<file path="src/rtl/guard_pkg.sv">
package guard_pkg;

  // Layout register select codes for the configuration port
  typedef enum logic [2:0] {
    SEL_TEXT_LO = 3'd0,
    SEL_TEXT_HI = 3'd1,
    SEL_DATA_LO = 3'd2,
    SEL_DATA_HI = 3'd3,
    SEL_CTRL    = 3'd4
  } cfg_sel_e;

  // Index of each range probe in the comparator array
  typedef enum int {
    PRB_CUR_TEXT  = 0,
    PRB_PREV_TEXT = 1,
    PRB_MAB_TEXT  = 2,
    PRB_MAB_DATA  = 3,
    PRB_DMA_TEXT  = 4,
    PRB_DMA_DATA  = 5
  } probe_e;

  localparam int NUM_PROBES = 6;

endpackage

</file>
<file path="src/rtl/guard_range_cmp.sv">
module guard_range_cmp #(
  parameter int AW = 16
) (
  input  logic [AW-1:0] addr,
  input  logic [AW-1:0] lo,
  input  logic [AW-1:0] hi,
  output logic          hit
);

  logic above_lo;
  logic below_hi;

  // start inclusive, end exclusive
  always_comb begin
    above_lo = (addr >= lo);
    below_hi = (addr < hi);
    hit      = above_lo & below_hi;
  end

endmodule

</file>
<file path="src/rtl/guard_layout_regs.sv">
module guard_layout_regs
  import guard_pkg::*;
#(
  parameter int AW    = 16,
  parameter int SEL_W = 3
) (
  input  logic             clk,
  input  logic             rst_n,
  input  logic             we,
  input  logic [SEL_W-1:0] sel,
  input  logic [AW-1:0]    wdata,
  output logic [AW-1:0]    text_lo,
  output logic [AW-1:0]    text_hi,
  output logic [AW-1:0]    data_lo,
  output logic [AW-1:0]    data_hi,
  output logic             enable
);

  logic [AW-1:0] text_lo_q, text_lo_d;
  logic [AW-1:0] text_hi_q, text_hi_d;
  logic [AW-1:0] data_lo_q, data_lo_d;
  logic [AW-1:0] data_hi_q, data_hi_d;
  logic          en_q, en_d;
  logic          ld_text_lo, ld_text_hi, ld_data_lo, ld_data_hi, ld_ctrl;

  // decode of the write select into per-register load enables
  always_comb begin
    ld_text_lo = we && (sel == SEL_W'(SEL_TEXT_LO));
    ld_text_hi = we && (sel == SEL_W'(SEL_TEXT_HI));
    ld_data_lo = we && (sel == SEL_W'(SEL_DATA_LO));
    ld_data_hi = we && (sel == SEL_W'(SEL_DATA_HI));
    ld_ctrl    = we && (sel == SEL_W'(SEL_CTRL));
  end

  // next-state
  always_comb begin
    text_lo_d = text_lo_q;
    text_hi_d = text_hi_q;
    data_lo_d = data_lo_q;
    data_hi_d = data_hi_q;
    en_d      = en_q;
    if (ld_text_lo) text_lo_d = wdata;
    if (ld_text_hi) text_hi_d = wdata;
    if (ld_data_lo) data_lo_d = wdata;
    if (ld_data_hi) data_hi_d = wdata;
    if (ld_ctrl)    en_d      = wdata[0];
  end

  // registers
  always_ff @(posedge clk or negedge rst_n) begin
    if (!rst_n) begin
      text_lo_q <= '0;
      text_hi_q <= '0;
      data_lo_q <= '0;
      data_hi_q <= '0;
      en_q      <= 1'b0;
    end else begin
      text_lo_q <= text_lo_d;
      text_hi_q <= text_hi_d;
      data_lo_q <= data_lo_d;
      data_hi_q <= data_hi_d;
      en_q      <= en_d;
    end
  end

  assign text_lo = text_lo_q;
  assign text_hi = text_hi_q;
  assign data_lo = data_lo_q;
  assign data_hi = data_hi_q;
  assign enable  = en_q;

  // a write lands in the selected register one edge later
  a_r1_text_lo_load: assert property (@(posedge clk) disable iff (!rst_n)
    (we && sel == SEL_W'(SEL_TEXT_LO)) |=> (text_lo == $past(wdata)));

  a_r1_data_hi_load: assert property (@(posedge clk) disable iff (!rst_n)
    (we && sel == SEL_W'(SEL_DATA_HI)) |=> (data_hi == $past(wdata)));

  // without a write strobe the layout holds
  a_r1_hold: assert property (@(posedge clk) disable iff (!rst_n)
    !we |=> ($stable(text_lo) && $stable(text_hi) && $stable(data_lo)
             && $stable(data_hi) && $stable(enable)));

endmodule

</file>
<file path="src/rtl/guard_rule_eval.sv">
module guard_rule_eval (
  input  logic clk,
  input  logic rst_n,
  input  logic enable,
  input  logic cur_in_text,
  input  logic prev_in_text,
  input  logic cur_at_entry,
  input  logic mab_en,
  input  logic mab_wr,
  input  logic mab_in_text,
  input  logic mab_in_data,
  input  logic dma_en,
  input  logic dma_in_text,
  input  logic dma_in_data,
  output logic violation
);

  logic bad_data_access;
  logic bad_text_write;
  logic bad_text_read;
  logic bad_entry;
  logic bad_dma;
  logic any_bad;

  always_comb begin
    // outside code touching private data
    bad_data_access = mab_en && mab_in_data && !cur_in_text;
    // text is never writable
    bad_text_write  = mab_en && mab_wr && mab_in_text;
    // text readable only from within
    bad_text_read   = mab_en && !mab_wr && mab_in_text && !cur_in_text;
    // jump into the module anywhere but its entry point
    bad_entry       = cur_in_text && !prev_in_text && !cur_at_entry;
    // DMA may never reach protected sections
    bad_dma         = dma_en && (dma_in_text || dma_in_data);
    any_bad         = bad_data_access | bad_text_write | bad_text_read
                    | bad_entry | bad_dma;
    violation       = enable && any_bad;
  end

  // DMA into a protected section is always flagged
  a_r8_dma_flagged: assert property (@(posedge clk) disable iff (!rst_n)
    (enable && dma_en && (dma_in_text || dma_in_data)) |-> violation);

  // a text write is flagged even from inside the module
  a_r5_text_write: assert property (@(posedge clk) disable iff (!rst_n)
    (enable && mab_en && mab_wr && mab_in_text && cur_in_text) |-> violation);

  // module code working on its own data, entered legally, is clean
  a_r4_inside_data_ok: assert property (@(posedge clk) disable iff (!rst_n)
    (cur_in_text && prev_in_text && mab_en && mab_in_data && !mab_in_text
     && !(dma_en && (dma_in_text || dma_in_data))) |-> !violation);

endmodule

</file>
<file path="src/rtl/pc_access_guard.sv">
module pc_access_guard
  import guard_pkg::*;
#(
  parameter int ADDR_W = 16,
  parameter int SEL_W  = 3,
  parameter int SYNC_STAGES = 2
) (
  input  logic              clk,
  input  logic              rst_n,
  input  logic              cfg_we,
  input  logic [SEL_W-1:0]  cfg_sel,
  input  logic [ADDR_W-1:0] cfg_wdata,
  input  logic [ADDR_W-1:0] cur_pc,
  input  logic [ADDR_W-1:0] prev_pc,
  input  logic [ADDR_W-1:0] mab_addr,
  input  logic              mab_en,
  input  logic              mab_wr,
  input  logic [ADDR_W-1:0] dma_addr,
  input  logic              dma_en,
  output logic              violation,
  output logic              violation_sticky
);

  // ---------------- reset: async assert, sync release ----------------
  logic [SYNC_STAGES-1:0] rst_sync_q;
  logic                   rst_int_n;

  always_ff @(posedge clk or negedge rst_n) begin
    if (!rst_n) rst_sync_q <= '0;
    else        rst_sync_q <= {rst_sync_q[SYNC_STAGES-2:0], 1'b1};
  end
  assign rst_int_n = rst_sync_q[SYNC_STAGES-1];

  // ---------------- layout registers ----------------
  logic [ADDR_W-1:0] text_lo, text_hi, data_lo, data_hi;
  logic              prot_en;

  guard_layout_regs #(.AW(ADDR_W), .SEL_W(SEL_W)) u_layout (
    .clk     (clk),
    .rst_n   (rst_int_n),
    .we      (cfg_we),
    .sel     (cfg_sel),
    .wdata   (cfg_wdata),
    .text_lo (text_lo),
    .text_hi (text_hi),
    .data_lo (data_lo),
    .data_hi (data_hi),
    .enable  (prot_en)
  );

  // ---------------- range comparators ----------------
  logic [ADDR_W-1:0]     probe_addr [NUM_PROBES];
  logic [ADDR_W-1:0]     probe_lo   [NUM_PROBES];
  logic [ADDR_W-1:0]     probe_hi   [NUM_PROBES];
  logic [NUM_PROBES-1:0] probe_hit;

  always_comb begin
    probe_addr[PRB_CUR_TEXT]  = cur_pc;
    probe_addr[PRB_PREV_TEXT] = prev_pc;
    probe_addr[PRB_MAB_TEXT]  = mab_addr;
    probe_addr[PRB_MAB_DATA]  = mab_addr;
    probe_addr[PRB_DMA_TEXT]  = dma_addr;
    probe_addr[PRB_DMA_DATA]  = dma_addr;
  end

  for (genvar p = 0; p < NUM_PROBES; p++) begin : g_probe
    localparam bit IS_DATA = (p == PRB_MAB_DATA) || (p == PRB_DMA_DATA);
    if (IS_DATA) begin : g_data
      always_comb begin
        probe_lo[p] = data_lo;
        probe_hi[p] = data_hi;
      end
    end else begin : g_text
      always_comb begin
        probe_lo[p] = text_lo;
        probe_hi[p] = text_hi;
      end
    end
    guard_range_cmp #(.AW(ADDR_W)) u_cmp (
      .addr (probe_addr[p]),
      .lo   (probe_lo[p]),
      .hi   (probe_hi[p]),
      .hit  (probe_hit[p])
    );
  end

  logic cur_at_entry;
  assign cur_at_entry = (cur_pc == text_lo);

  // ---------------- access rules ----------------
  logic viol_comb;

  guard_rule_eval u_rules (
    .clk          (clk),
    .rst_n        (rst_int_n),
    .enable       (prot_en),
    .cur_in_text  (probe_hit[PRB_CUR_TEXT]),
    .prev_in_text (probe_hit[PRB_PREV_TEXT]),
    .cur_at_entry (cur_at_entry),
    .mab_en       (mab_en),
    .mab_wr       (mab_wr),
    .mab_in_text  (probe_hit[PRB_MAB_TEXT]),
    .mab_in_data  (probe_hit[PRB_MAB_DATA]),
    .dma_en       (dma_en),
    .dma_in_text  (probe_hit[PRB_DMA_TEXT]),
    .dma_in_data  (probe_hit[PRB_DMA_DATA]),
    .violation    (viol_comb)
  );

  assign violation = viol_comb;

  // ---------------- sticky flag ----------------
  logic sticky_q, sticky_d, sticky_ce;

  always_comb begin
    sticky_ce = viol_comb && !sticky_q;
    sticky_d  = sticky_q;
    if (sticky_ce) sticky_d = 1'b1;
  end

  always_ff @(posedge clk or negedge rst_int_n) begin
    if (!rst_int_n) sticky_q <= 1'b0;
    else            sticky_q <= sticky_d;
  end

  assign violation_sticky = sticky_q;

  // protection off means no violation
  a_r2_off_silent: assert property (@(posedge clk) disable iff (!rst_int_n)
    !prot_en |-> !violation);

  // sticky flag sets after a violation and never drops
  a_r10_sticky_sets: assert property (@(posedge clk) disable iff (!rst_int_n)
    violation |=> violation_sticky);

  a_r10_sticky_holds: assert property (@(posedge clk) disable iff (!rst_int_n)
    violation_sticky |=> violation_sticky);

  // outside code reading data is flagged
  a_r3_outside_data: assert property (@(posedge clk) disable iff (!rst_int_n)
    (prot_en && mab_en && probe_hit[PRB_MAB_DATA] && !probe_hit[PRB_CUR_TEXT])
      |-> violation);

endmodule

</file>
<file path="config.mk">
export PLATFORM = sky130hd
export DESIGN_NAME = pc_access_guard
export DESIGN_NICKNAME = d
export VERILOG_FILES = /design/src/rtl/guard_pkg.sv /design/src/rtl/guard_range_cmp.sv /design/src/rtl/guard_layout_regs.sv /design/src/rtl/guard_rule_eval.sv /design/src/rtl/pc_access_guard.sv
export SDC_FILE = /design/constraint.sdc
export NUM_CORES = 1
export LEC_CHECK = 0
export BUFFER_PORTS_ARGS = -buffer_cell sky130_fd_sc_hd__clkbuf_2
export CORE_ASPECT_RATIO = 1.75
export CORE_MARGIN = 2
export CORE_UTILIZATION = 50
export CTS_CLUSTER_DIAMETER = 50
export DETAILED_ROUTE_END_ITERATION = 10
export HOLD_SLACK_MARGIN = 0.15
export PLACE_DENSITY_LB_ADDON = 0.25
export SYNTH_ARGS = -nofsm -noshare
export SYNTH_HDL_FRONTEND = slang
export SYNTH_SLANG_ARGS = --single-unit
</file>
<file path="constraint.sdc">
create_clock -name clk -period 2.7 [get_ports clk]
set_clock_uncertainty 0.15 [all_clocks]
set_input_delay 0.135 -clock clk [delete_from_list [all_inputs] [get_ports clk]]
set_output_delay 0.135 -clock clk [all_outputs]
set_load 0.005 [all_outputs]
</file>
# After elaboration in Yosys (flattened, before gate mapping)
# Cells that the tools add are included.
# op_classes
order_cmp	12
n_eq_ne	5
n_bitwise	10
n_reduce_logical	24
# op_table
op	count
16-bit >= comparator	6
16-bit less-than comparator	6
1-bit logical AND	17
16-bit == test	1
1-bit AND	6
3-bit by 2-bit == test with 1-bit output (second input constant)	2
1-bit logical NOT	5
1-bit OR	4
3-bit by 1-bit == test with 1-bit output (second input constant)	1
3-bit == test (second input constant)	1
3-bit logical NOT	1
1-bit logical OR	1
# totals
regBits	68
input_bits	89
out_inout_bits	2
word_cells	58

# Depth between registers and ports, before layout
# depth
ltp_word	10
ltp_mapped	10
ltp_nobuf	10

# By module
# A second synthesis with hierarchy kept.
# hier_totals
cells_unflattened	804
hier_area_um2	7583.5
# modules_own_cells
mod	instances	cells_per_inst	area_per_inst_um2	seq_area_each_um2
guard_range_cmp	6	105	795.8	0.0
guard_layout_regs	1	141	2503.7	1626.6
pc_access_guard	1	26	262.8	75.1
guard_rule_eval	1	7	42.5	0.0

# Least setup slack after synthesis
# No wires, ideal clock.
# synth_timing
path_type	register to register
startpoint	register u_layout.data_lo_q[0], in the netlist u_layout.data_lo[0]
endpoint	register sticky_q, in the netlist violation_sticky
setup_time_ns	0.129
t_arrival_ns	2.127
required_ns	2.421
setup_slack_ns	0.294
path_stages_with_launch	10
n_path_buf	0
period_less_slack_ns	2.406
cell_sequence	dfrtp_1 -> ha_1 -> nand2b_4 -> a2111oi_4 -> nor4_2 -> a2111oi_4 -> o21ai_1 -> a32oi_1 -> mux2i_1 -> o41a_1
# synth_between
elab_chain_len	10
word_cells_on_any_way	14
cone_classes	order compare (2); bitwise (6); reduce/logical (6)
# synth_rtl
item	line	source
start, declared	guard_layout_regs.sv:21	logic [AW-1:0] data_lo_q, data_lo_d;
start signal, assigned	guard_layout_regs.sv:60	data_lo_q <= data_lo_d;
16-bit >= comparator	guard_range_cmp.sv:15	above_lo = (addr >= lo);
1-bit AND	guard_range_cmp.sv:17	hit = above_lo & below_hi;
1-bit logical AND (2 in a row)	guard_rule_eval.sv:27	bad_data_access = mab_en && mab_in_data && !cur_in_text;
1-bit OR (2 in a row)	guard_rule_eval.sv:36	any_bad = bad_data_access | bad_text_write | bad_text_read
1-bit OR	guard_rule_eval.sv:37	| bad_entry | bad_dma;
1-bit OR (*)	guard_rule_eval.sv:37	
1-bit logical AND (*)	guard_rule_eval.sv:38	violation = enable && any_bad;
1-bit logical AND (*)	pc_access_guard.sv:116	sticky_ce = viol_comb && !sticky_q;
end signal, assigned	pc_access_guard.sv:123	else sticky_q <= sticky_d;
end, declared	pc_access_guard.sv:113	logic sticky_q, sticky_d, sticky_ce;
# Mark *: on every way between the ends. The rest lies on a longest branch, timed or not.
# A chain may end at the register's enable or synchronous reset.

# Worst setup path in the final report
# layout_timing
startpoint	register u_layout.text_hi_q[2], in the netlist u_layout.text_hi[2]
endpoint	output port violation
# layout_between
elab_chain_len	9
word_cells_on_any_way	23
cone_classes	order compare (4); bitwise (8); reduce/logical (11)
# layout_rtl
item	line	source
start, declared	guard_layout_regs.sv:20	logic [AW-1:0] text_hi_q, text_hi_d;
start signal, assigned	guard_layout_regs.sv:59	text_hi_q <= text_hi_d;
16-bit less-than comparator	guard_range_cmp.sv:16	below_hi = (addr < hi);
1-bit AND	guard_range_cmp.sv:17	
1-bit logical NOT	guard_rule_eval.sv:27, guard_rule_eval.sv:31	
1-bit logical AND	guard_rule_eval.sv:27	
1-bit OR (2 in a row)	guard_rule_eval.sv:36	
1-bit OR	guard_rule_eval.sv:37	
1-bit OR (*)	guard_rule_eval.sv:37	
1-bit logical AND (*)	guard_rule_eval.sv:38	
end, declared	pc_access_guard.sv:20	output logic violation,
# Marks and branches as above.

==> results.toml <==
[critical_path]
r2r_start = "u_layout.text_hi[2]"
crit_slowest_cell = "a2111oi_1"
path_buf_inv = 3
crit_chain = "inv_2, buf_4, ha_1, a2111oi_1, nor3_1, o21ai_1, nand4_1, a32oi_1, mux2i_2, o31a_1, clkbuf_2"
path_max_fanout = 4
path_class = "register to output pin"
reg2reg_setup_slack_ns = 0.04
r2r_cells = 10
crit_path_max_incr_delay_ns = 0.38
r2r-end = "violation_sticky"
startpoint_type = "register"
cp_top_family = "compound AO/OA/AOI/OAI gates"
endpoint_kind = "output pin"
required_ns = 2.41
cp.arrival_ns = 2.78

[power]
p_per_area_nw_per_um2 = 596
power_leakage_nw = 4.05
peakVddDrop_mv = 0.382

[yosys]
synth.distinct_cells = 57
synth_compound_area_share_pct = 19.1
synth_largest_area_cell = "ha_1"
synth_flop_cell = "dfrtp_1"
synthAdderAreaFrac_pct = 34.9
synth_xor_area_share_pct = 0
synthArstFlopShare_pct = 100
yosysTopAreaCellShare_pct = 34.9
yosysWarnings = 0
synth-seq-cells = 68
synth_edf_count = 0
synth_top_family_by_area = "adder cells"
syn_nets = 994
syn_inst = 719
synthesis.area_um2 = 6670
muxShareOfSynthArea_pct = 3.36
yosysSeqAreaShare_pct = 25.5
synth.avg_cell_area_um2 = 9.27
synth_area_leaders = "ha_1 35%, dfrtp_1 26%, inv_1 3.9%"
synthSimpleGateAreaFrac_pct = 12.6

[grt]
grt_util_all_layers_pct = 28.5
grt_max_degree = 66
grt-ovfl-total = 0
grt_pass1_wl_um = 31600
antenna_found_initial = 0
grt_pass1_vias = 6444

[timing]
setup_violations = 1
period_share_pct = 114
hold_viol = 0
worst_slew_pin_slew_ns = 0.854
fin_tns_setup_ns = -0.369
max-slew-margin-rel_pct = 43.1
grt_setup_unrepaired = "yes"
fin_ws_ns = -0.369
period_minus_slack_ns = 3.07
fmaxAchievable_ghz = 0.326
drv_slew = 0

[route]
num_vias = 6141
vias_per_cell = 5.94
dr.pass1.iters = 5
drc = 0
wl_um = 20000
post_drt_wl_per_cell_um = 19.3
ant_nets = 0
drt_iter0_drc = 255

[cts]
cts-root-buf = "clkbuf_16"
clk_pin_slew_ns = 0.06
cts_buffer_depth = 2
numCtsBuffers = 9
clkSinkCount = 68
tritoncts = "built"
h-tree-depth = 3
clk-insertion-delay-late_ns = 0.34

[die]
start_util_pct = 51.3
die_area_um2 = 14300
die_h_um = 157
fp-row-count = 55
io_pins = 91
fp.dieW_um = 91.3
coreArea_um2 = 13000

[layout]
instances_no_fill = 1034
syn_to_final_growth_pct = 21.3
final_area_um2 = 8090
antenna_cells = 0
drive_gt1_share_pct = 21.0
fin_nets = 1133
nFillCells = 1109
final_core_util_pct = 62.2

[placed_design]
dp_slack_ns = -0.00757
numPortBuffers = 90
dp.cells = 992
place_area_um2 = 7460
hpwl_um = 16400
place_congestion = 0.969

[worst_hold_path]
hold_depth = 0
worst_hold_path_type = "register to register"
min-delay-start = "rst_sync_q[0]"
hold_end = "rst_sync_q[1]"

[flow_run]
max-cap-violations = 0

[status]
status = "complete, but fails checks"
violations = "setup timing"
[cell families after synthesis]
| family | count (synthesis) |
|---|---|
| multiplexers | 20 |
| adder cells (fa/ha/maj) | 186 |
| AO/OA/AOI/OAI | 199 |
| other | 1 |
| flip-flops | 68 |
| buffers and inverters | 79 |
| AND/OR/NAND/NOR | 166 |
[routing by layer]
metal	wire, µm	global-route usage, %	vias up
li1	-	-	2928
met1	6750	27.4	2865
met2	10800	55.3	247
met3	813	3.37	101
met4	1600	19.6	0
met5	0	0	-
[stage by stage]
step / hold slack (ns) / total power [W]
6_report: 0.199 / 0.00482
5_1_grt: 0.209 / 0.00518
4_1_cts: 0.201 / 0.00477
3_5_place_dp: -0.227 / 0.00350
3_3_place_gp: -0.229 / 0.00338
2_1_floorplan: -0.311 / 0.00277
[layout by cell type (no fill, tap or decap), types with 6 or more instances in the layout]
cell type	synthesis	layout
a211oi_1	9	7
a21o_1	23	23
a21oi_1	47	47
buf_4	0	24
clkbuf_16	0	9
clkbuf_2	0	90
dfrtp_1	68	67
dlygate4sd3_1	0	23
ha_1	186	184
inv_1	69	65
mux2_2	16	16
nand2_1	68	68
nand2b_1	11	11
nand3_1	8	8
nand4_1	21	21
nor2_1	19	17
nor2b_1	10	10
nor3_1	8	6
o21a_1	8	8
o21ai_0	42	42
o21ai_1	36	35
[worst reg2reg max path: stages (launching register included)]
cell and delay, ns:
dfrtp_1 0.34, inv_2 0.07, buf_4 0.13, ha_1 0.20, a2111oi_1 0.38, nor3_1 0.12, o21ai_1 0.18, nand4_1 0.22
a32oi_1 0.30, mux2i_2 0.13, o41a_1 0.32
[cells in the mapped netlist, types with 2 or more instances]
library cell and count:
ha_1 186, inv_1 69, dfrtp_1 68, nand2_1 68
a21oi_1 47, o21ai_0 42, o21ai_1 36, a21o_1 23
nand4_1 21, nor2_1 19, mux2_2 16, nand2b_1 11
clkbuf_1 10, nor2b_1 10, a211oi_1 9, nand3_1 8
nor3_1 8, o21a_1 8, nor4_1 5, o211ai_1 5
a2111oi_0 3, mux2_1 3, a2111oi_4 2, a211o_1 2
a21oi_2 2, a221oi_1 2, a31oi_1 2, a32oi_1 2
and2b_2 2, and3_2 2, o31ai_1 2
[state kept, by name, indices dropped and copies added, names as in the netlist]
signal and cells:
u_layout.enable 1, violation_sticky 1, u_layout.data_lo 16, u_layout.text_hi 16, u_layout.text_lo 16, rst_sync_q 2, u_layout.data_hi 16
[report_power, final]
group          internal, W  total (W)  leakage [nW]  switching, W
Sequential         0.00123    0.00132         0.821     0.0000881
Combinational      0.00102    0.00230          3.08       0.00128
Clock             0.000739    0.00119         0.147      0.000454
Total              0.00299    0.00482          4.05       0.00182
[repair_timing]
action | CTS | global route
pin swaps | 8 | 5
setup endpoints to repair | 1 | 2
buffers inserted | 3 | 0
hold buffers | 23 | 0
resized for setup | 8 | 13
hold endpoints to repair | 68 | 0
[worst max path at each step]
stage          depth (start not counted)          endpoint  slack (ns)           startpoint
2_1_floorplan                          9  violation_sticky        0.29  u_layout.data_lo[0]
3_3_place_gp                          10         violation        0.05  u_layout.text_lo[0]
3_5_place_dp                          10         violation      -0.008  u_layout.data_lo[0]
4_1_cts                               11         violation       -0.32  u_layout.text_hi[2]
5_1_grt                               11         violation       -0.46  u_layout.text_hi[2]
6_report                              11         violation       -0.37  u_layout.text_hi[2]
[final cells by class]
cell class,count,area (µm²),share of cell area [%]
multi-input combinational,572,4750,58.7
sequential,68,1700,21.1
timing repair buffer,138,872,10.8
inverter,69,259,3.20
clock buffer,12,246,3.05
tap,171,214,2.65
clock inverter,4,48.8,0.603
(Power assumes the default switching activity.)
